**src/rtl/tmr16_pkg.sv**
```systemverilog
package tmr16_pkg;
  // register offsets from the base address
  localparam int OFS_CTRL = 0;
  localparam int OFS_FSEL = 1;
  localparam int OFS_CNTH = 2;
  localparam int OFS_CNTL = 3;
  localparam int OFS_PREH = 4;
  localparam int OFS_PREL = 5;

  // control-register bit positions (software decodes these)
  localparam int CB_SRC_LO = 5;
  localparam int CB_RUN    = 4;
  localparam int CB_EDGE   = 3;
  localparam int FB_SUSP   = 1;

  typedef enum logic [2:0] {
    SRC_SYS  = 3'd0,
    SRC_SYS4 = 3'd1,
    SRC_RTC  = 3'd2,
    SRC_ADC  = 3'd3,
    SRC_EVT  = 3'd4,
    SRC_PW   = 3'd5,
    SRC_NO6  = 3'd6,
    SRC_NO7  = 3'd7
  } src_e;
endpackage

```
**src/rtl/tmr16_sync.sv**
```systemverilog
module tmr16_sync #(
  parameter int W      = 2,
  parameter int STAGES = 2
) (
  input  logic         clk,
  input  logic         rst,
  input  logic [W-1:0] din,
  output logic [W-1:0] q,
  output logic [W-1:0] q_d
);
  logic [STAGES-1:0][W-1:0] chain;

  always_ff @(posedge clk) begin
    if (rst) begin
      chain <= '0;
      q_d   <= '0;
    end else begin
      chain <= {chain[STAGES-2:0], din};
      q_d   <= chain[STAGES-1];
    end
  end

  assign q = chain[STAGES-1];
endmodule

```
**src/rtl/tmr16_tick.sv**
```systemverilog
module tmr16_tick
  import tmr16_pkg::*;
#(
  parameter int DIV = 4
) (
  input  logic clk,
  input  logic rst,
  input  src_e mode,
  input  logic edge_fall,
  input  logic rtc_tick,
  input  logic adc_q,
  input  logic adc_qd,
  input  logic evt_q,
  input  logic evt_qd,
  output logic tick,
  output logic pw_end
);
  localparam int PW = (DIV > 1) ? $clog2(DIV) : 1;

  logic [PW-1:0] pre;
  logic          pre_hit;
  logic          act_now, act_prev;

  assign pre_hit = (pre == PW'(DIV - 1));

  always_ff @(posedge clk) begin
    if (rst)          pre <= '0;
    else if (pre_hit) pre <= '0;
    else              pre <= pre + 1'b1;
  end

  assign act_now  = evt_q  ^ edge_fall;
  assign act_prev = evt_qd ^ edge_fall;

  always_comb begin
    tick   = 1'b0;
    pw_end = 1'b0;
    case (mode)
      SRC_SYS:  tick = 1'b1;
      SRC_SYS4: tick = pre_hit;
      SRC_RTC:  tick = rtc_tick;
      SRC_ADC:  tick = adc_q & ~adc_qd;
      SRC_EVT:  tick = act_now & ~act_prev;
      SRC_PW: begin
        tick   = pre_hit & act_now;
        pw_end = act_prev & ~act_now;
      end
      default: ;
    endcase
  end


  pre_gap_chk: assert property (@(posedge clk) disable iff (rst)
    pre_hit |=> !pre_hit);
endmodule

```
**src/rtl/tmr16_core.sv**
```systemverilog
module tmr16_core #(
  parameter int BW = 8
) (
  input  logic            clk,
  input  logic            rst,
  input  logic            cnt_en,
  input  logic            wr_lo_buf,
  input  logic            wr_cnt_hi,
  input  logic            wr_pre_hi,
  input  logic            rd_cnt_hi,
  input  logic [BW-1:0]   wdata,
  output logic [2*BW-1:0] cnt,
  output logic [2*BW-1:0] preload,
  output logic [BW-1:0]   rd_lo,
  output logic            ovf,
  output logic            pfd
);
  localparam int CW = 2 * BW;

  logic [BW-1:0] wbuf;

  always_ff @(posedge clk) begin
    if (rst) begin
      cnt     <= '0;
      preload <= '0;
      wbuf    <= '0;
      rd_lo   <= '0;
      ovf     <= 1'b0;
      pfd     <= 1'b0;
    end else begin
      ovf <= 1'b0;
      if (cnt_en) begin
        if (cnt == {CW{1'b1}}) begin
          cnt <= preload;
          ovf <= 1'b1;
          pfd <= ~pfd;
        end else begin
          cnt <= cnt + 1'b1;
        end
      end else if (wr_cnt_hi) begin
        cnt <= {wdata, wbuf};
      end
      if (wr_lo_buf) wbuf    <= wdata;
      if (wr_pre_hi) preload <= {wdata, wbuf};
      if (rd_cnt_hi) rd_lo   <= cnt[BW-1:0];
    end
  end


  reload_chk: assert property (@(posedge clk) disable iff (rst)
    ovf |-> cnt == $past(preload));

  pfd_toggle_chk: assert property (@(posedge clk) disable iff (rst)
    ovf |-> pfd != $past(pfd));

  pfd_hold_chk: assert property (@(posedge clk) disable iff (rst)
    !ovf |-> $stable(pfd));

  step_chk: assert property (@(posedge clk) disable iff (rst)
    (cnt_en && cnt != {CW{1'b1}}) |=> cnt == $past(cnt) + 1'b1);
endmodule

```
**src/rtl/tmr16_ctr.sv**
```systemverilog
module tmr16_ctr
  import tmr16_pkg::*;
#(
  parameter int BUS_W       = 8,
  parameter int ADDR_W      = 8,
  parameter int BASE        = 'h20,
  parameter int PRE_DIV     = 4,
  parameter int SYNC_STAGES = 2
) (
  input  logic              clk,
  input  logic              rst,
  input  logic [ADDR_W-1:0] bus_addr,
  input  logic              bus_wr,
  input  logic              bus_rd,
  input  logic [BUS_W-1:0]  bus_wdata,
  output logic [BUS_W-1:0]  bus_rdata,
  input  logic              rtc_tick,
  input  logic              adc_clk,
  input  logic              evt_pin,
  output logic              ovf_irq,
  output logic              pfd_out
);
  localparam int CW = 2 * BUS_W;

  logic [2:0] src_q;
  logic       run_q, edge_q, susp_q;

  logic sel_ctrl, sel_fsel, sel_cnth, sel_cntl, sel_preh, sel_prel, sel_lock;
  assign sel_ctrl = bus_addr == ADDR_W'(BASE + OFS_CTRL);
  assign sel_fsel = bus_addr == ADDR_W'(BASE + OFS_FSEL);
  assign sel_cnth = bus_addr == ADDR_W'(BASE + OFS_CNTH);
  assign sel_cntl = bus_addr == ADDR_W'(BASE + OFS_CNTL);
  assign sel_preh = bus_addr == ADDR_W'(BASE + OFS_PREH);
  assign sel_prel = bus_addr == ADDR_W'(BASE + OFS_PREL);
  assign sel_lock = sel_cnth | sel_cntl | sel_preh | sel_prel;

  logic [1:0] sq, sqd;
  tmr16_sync #(.W(2), .STAGES(SYNC_STAGES)) u_sync (
    .clk (clk), .rst (rst), .din ({adc_clk, evt_pin}), .q (sq), .q_d (sqd)
  );

  logic tick, pw_end;
  tmr16_tick #(.DIV(PRE_DIV)) u_tick (
    .clk      (clk),
    .rst      (rst),
    .mode     (src_e'(src_q)),
    .edge_fall(edge_q),
    .rtc_tick (rtc_tick),
    .adc_q    (sq[1]),
    .adc_qd   (sqd[1]),
    .evt_q    (sq[0]),
    .evt_qd   (sqd[0]),
    .tick     (tick),
    .pw_end   (pw_end)
  );

  logic ctrl_wr;
  assign ctrl_wr = bus_wr & sel_ctrl;

  always_ff @(posedge clk) begin
    if (rst) begin
      src_q  <= '0;
      run_q  <= 1'b0;
      edge_q <= 1'b0;
      susp_q <= 1'b0;
    end else begin
      if (ctrl_wr) begin
        src_q  <= bus_wdata[CB_SRC_LO +: 3];
        run_q  <= bus_wdata[CB_RUN];
        edge_q <= bus_wdata[CB_EDGE];
      end else if (pw_end && run_q) begin
        run_q <= 1'b0;
      end
      if (bus_wr && sel_fsel) susp_q <= bus_wdata[FB_SUSP];
    end
  end

  logic [CW-1:0]    cnt, preload;
  logic [BUS_W-1:0] rd_lo;
  tmr16_core #(.BW(BUS_W)) u_core (
    .clk       (clk),
    .rst       (rst),
    .cnt_en    (run_q & ~susp_q & tick),
    .wr_lo_buf (bus_wr & ~run_q & (sel_cntl | sel_prel)),
    .wr_cnt_hi (bus_wr & ~run_q & sel_cnth),
    .wr_pre_hi (bus_wr & ~run_q & sel_preh),
    .rd_cnt_hi (bus_rd & ~run_q & sel_cnth),
    .wdata     (bus_wdata),
    .cnt       (cnt),
    .preload   (preload),
    .rd_lo     (rd_lo),
    .ovf       (ovf_irq),
    .pfd       (pfd_out)
  );

  always_ff @(posedge clk) begin
    if (rst) begin
      bus_rdata <= '0;
    end else begin
      bus_rdata <= '0;
      if (bus_rd) begin
        if (sel_ctrl)
          bus_rdata <= BUS_W'({src_q, run_q, edge_q, 3'b000});
        else if (sel_fsel)
          bus_rdata <= BUS_W'({susp_q, 1'b0});
        else if (!run_q) begin
          if (sel_cnth)      bus_rdata <= cnt[CW-1:BUS_W];
          else if (sel_cntl) bus_rdata <= rd_lo;
          else if (sel_preh) bus_rdata <= preload[CW-1:BUS_W];
          else if (sel_prel) bus_rdata <= preload[BUS_W-1:0];
        end
      end
    end
  end


  lock_pre_chk: assert property (@(posedge clk) disable iff (rst)
    (run_q && bus_wr) |=> $stable(preload));

  lock_rd_chk: assert property (@(posedge clk) disable iff (rst)
    (run_q && bus_rd && sel_lock) |=> bus_rdata == '0);

  ctrl_zero_chk: assert property (@(posedge clk) disable iff (rst)
    (bus_rd && sel_ctrl) |=> bus_rdata[2:0] == 3'b000);

  pw_stop_chk: assert property (@(posedge clk) disable iff (rst)
    (pw_end && run_q && !ctrl_wr) |=> !run_q);
endmodule

```
**config.mk**
```make
export PLATFORM = sky130hd
export DESIGN_NAME = tmr16_ctr
export DESIGN_NICKNAME = d
export VERILOG_FILES = /design/src/rtl/tmr16_pkg.sv /design/src/rtl/tmr16_sync.sv /design/src/rtl/tmr16_tick.sv /design/src/rtl/tmr16_core.sv /design/src/rtl/tmr16_ctr.sv
export SDC_FILE = /design/constraint.sdc
export NUM_CORES = 1
export LEC_CHECK = 0
export ABC_CLOCK_PERIOD_IN_PS = 2009
export BUFFER_PORTS_ARGS = -buffer_cell sky130_fd_sc_hd__buf_2
export CORE_MARGIN = 4
export CORE_UTILIZATION = 48
export CTS_CLUSTER_DIAMETER = 80
export CTS_CLUSTER_SIZE = 30
export DETAILED_ROUTE_END_ITERATION = 6
export PLACE_DENSITY = 0.72
export SLEW_MARGIN = 5
export SYNTH_ARGS = -nofsm -noshare
export SYNTH_HDL_FRONTEND = slang
export SYNTH_SLANG_ARGS = --single-unit
```
**constraint.sdc**
```tcl
create_clock -name clk -period 2.01 [get_ports clk]
set_input_delay 0.201 -clock clk [delete_from_list [all_inputs] [get_ports clk]]
set_output_delay 0.201 -clock clk [all_outputs]
set_load 0.01 [all_outputs]
```
==> results.json <==
{
  "endpoint_kind": "flop",
  "cpPeakStageDelay_ns": 0.47,
  "insertedDiodeCount": 0,
  "finalWorstPathRequiredPeriod_ns": 1.95,
  "syn_area_mm2": 0.00346,
  "rsz0062_at_grt": "true",
  "internal-power_uw": 2120,
  "drt_wl_total_mm": 9.36,
  "syn-num-nets": 397,
  "netlist_instances": 372,
  "setup_viol": 0,
  "clockPowerShare": 0.433,
  "worstRegToRegCells": 6,
  "overflow": 0,
  "antenna_found_initial": 0,
  "placed_cells": 517,
  "ctsHoldBuffers": 0,
  "nFillCells": 631,
  "ioPinCount": 33,
  "routabilityCongestion": 0.920,
  "cp_data_arrival_time_ns": 2.18,
  "ys_types": 52,
  "clk_latency_ns": 0.36,
  "antenna_left": 0,
  "drive_gt1_frac": 0.231,
  "critPathBufInv": 0,
  "final-seq-area_mm2": 0.00145,
  "synth-edff-count": 0,
  "portBuffers": 32,
  "grt_pass1_wl_mm": 15.4,
  "drt_iter0_markers": 204,
  "num_rows": 30,
  "wl_per_cell_um": 17.6,
  "die_h_um": 92.9,
  "r2r_end": "u_core.cnt[11]$_SDFFE_PP0P_",
  "finalClockSkew_ns": 0.0158,
  "max-cap-violations": 0,
  "grt_max_degree": 63,
  "hp-class": "in2reg",
  "core_area_mm2": 0.00691,
  "synthArstFlopShare": 0,
  "leakage_uw": 0.00184,
  "required_ns": 2.23,
  "fmax_ghz": 0.512,
  "final_cell_mix": "dfxtp_1, mux2i_1, nor2_1, buf_4, buf_2",
  "total_power_uw": 2750,
  "layout_worst_path_cycle_share": 0.972,
  "critPathLaunchType": "flop",
  "rrSetupSlack_ns": 0.06,
  "nNetsFinal": 457,
  "finalHoldViolCount": 0,
  "die_w_um": 92.9,
  "power_switching_share": 0.230,
  "tightest_slew_ns": 0.647,
  "cts_tree": "done",
  "relSlewSlack": 0.569,
  "postCtsSetupBuffers": 0,
  "die-area_mm2": 0.00862,
  "drc": 0,
  "p_sw_uw": 633,
  "p_comb_frac": 0.044,
  "syn2layout_area_growth_pct": 20.6,
  "synth_seq_area_share": 0.417,
  "post_cts_resized": 0,
  "path_max_fanout": 6,
  "crit_path_start": "u_core.cnt[1]$_SDFFE_PP0P_",
  "status": "finished clean",
  "r2r_start": "u_core.cnt[1]$_SDFFE_PP0P_",
  "htree_levels": 3,
  "first_pass_iters": 4,
  "cts-root-buf": "clkbuf_8",
  "grt_pass1_vias": 2974,
  "start_util": 0.500,
  "dpl_cell_area_mm2": 0.00395,
  "cts_buffers": 9,
  "cts_buffer_depth": 2,
  "grt_usage": 0.232,
  "stdcell_count": 533,
  "syn_avg_cell_area_um2": 9.29,
  "synth_seq_cells": 72,
  "routed_via_density": 5.78,
  "clock_sinks": 72,
  "vdd_ir_drop_max_v": 0.000492,
  "postLayoutCoreUtil": 0.604,
  "dpl.hpwl_mm": 6.69,
  "path_cells": "ha_4, nand3_2, or4_4, or3_2, o2111ai_1, o31ai_1",
  "final_common_cell": "dfxtp_1",
  "critical_path.top_delay_family": "simple AND/OR/NAND/NOR gates",
  "vias": 3083,
  "critPathKind": "reg2reg",
  "yosys_warnings": 0,
  "stdcell_area_mm2": 0.00417,
  "crit_slowest_cell": "or4_4",
  "multi_input_area_mm2": 0.00191,
  "clkTransAtPathRegs_ns": 0.08,
  "cp_num_cells": 6,
  "slew_viol_final": 0,
  "power_frac_seq": 0.524,
  "synth_flop_cell": "dfxtp_1",
  "endpoint": "u_core.cnt[11]$_SDFFE_PP0P_",
  "power-per-cell-area_mw_per_mm2": 660
}
## worst register-to-register path, stage by stage, from the launching register on
cell	delay, ns
dfxtp_4	0.38
ha_4	0.16
nand3_2	0.08
or4_4	0.47
or3_2	0.46
o2111ai_1	0.15
o31ai_1	0.11
## power by group through the flow
| stage | logic [uW] | clock network, uW | registers [uW] |
|---|---|---|---|
| final | 120 | 1190 | 1440 |
| after global routing | 132 | 1270 | 1440 |
| after CTS | 119 | 1200 | 1440 |
| after detailed placement | 118 | 0 | 1480 |
| after global placement | 116 | 0 | 1480 |
| after floorplan | 60.4 | 0 | 1470 |
## synth_stat cells (4+ instances only)
library cell	count	area, um^2
a32oi_1	4	35.0
nand3_1	12	60.1
nand2_1	14	52.6
nand4_1	5	31.3
clkbuf_1	14	52.6
or3_1	4	25.0
nor2b_1	8	50.1
a211oi_1	15	113
and3_1	9	56.3
nor2_1	47	176
buf_2	4	20.0
and2_1	4	25.0
inv_1	7	26.3
o22ai_1	5	31.3
o21ai_0	10	50.1
nor3b_1	6	45.0
a21oi_1	10	50.1
mux2i_1	53	531
xnor2_1	6	52.6
xor2_1	6	52.6
nor3_1	10	50.1
dfxtp_1	72	1440
## cells by family (layout without fill, tap and decap cells)
| kind of cell | Yosys count | in the layout | synth area share |
|---|---|---|---|
| XOR/XNOR | 12 | 12 | 0.0304 |
| adder cells (fa/ha/maj) | 2 | 2 | 0.00724 |
| buffers and inverters | 28 | 93 | 0.0362 |
| flip-flops | 72 | 72 | 0.417 |
| AO/OA/AOI/OAI | 67 | 67 | 0.141 |
| AND/OR/NAND/NOR | 135 | 135 | 0.205 |
| multiplexers | 56 | 56 | 0.163 |
## flip-flops by register name, indices dropped and copies added (netlist names)
signal and cells:
edge_q 1, bus_rdata 8, run_q 1, u_sync.q 2, src_q 3, u_core.preload 16
u_core.rd_lo 8, u_core.cnt 16, u_core.wbuf 8, u_sync.chain 2, u_core.ovf 1, u_sync.q_d 2
susp_q 1, u_tick.pre 2, u_core.pfd 1
## area by class of cell
type	instances	share of cell area
multi-input combinational	272	0.457
sequential	72	0.347
timing repair buffer	70	0.111
clock buffer	11	0.0363
tap	96	0.0288
clock inverter	5	0.0132
inverter	7	0.00630
## metrics by stage
stage	setup WS (ns)	setup TNS (ns)	hold slack, ns
floorplan	0.00568	0	0.329
global placement	0.0587	0	0.412
detailed placement	0.00938	0	0.423
CTS	0.00793	0	0.0535
global route	-0.00381	-0.00381	0.0830
finish	0.0570	0	0.0680
## layer usage
metal	vias up	global-route usage	share of wire	wire, um
met5	-	0	0	0
met4	0	0.0696	0.013	123
met3	13	0.0764	0.071	665
met2	107	0.361	0.46	4270
met1	1481	0.304	0.46	4300
li1	1482	-	-	-
## worst min path at each step
stage	endpoint	from	cells after the start
after detailed placement	u_sync.chain[1]$_SDFF_PP0_	adc_clk	2
after CTS	u_sync.chain[1]$_SDFF_PP0_	adc_clk	2
after global placement	u_tick.pre[0]$_SDFF_PP0_	u_tick.pre[0]$_SDFF_PP0_	1
after global routing	u_sync.chain[0]$_SDFF_PP0_	evt_pin	2
final	u_sync.chain[1]$_SDFF_PP0_	adc_clk	2
after floorplan	u_sync.chain[0]$_SDFF_PP0_	evt_pin	1
(Power assumes the default switching activity.)
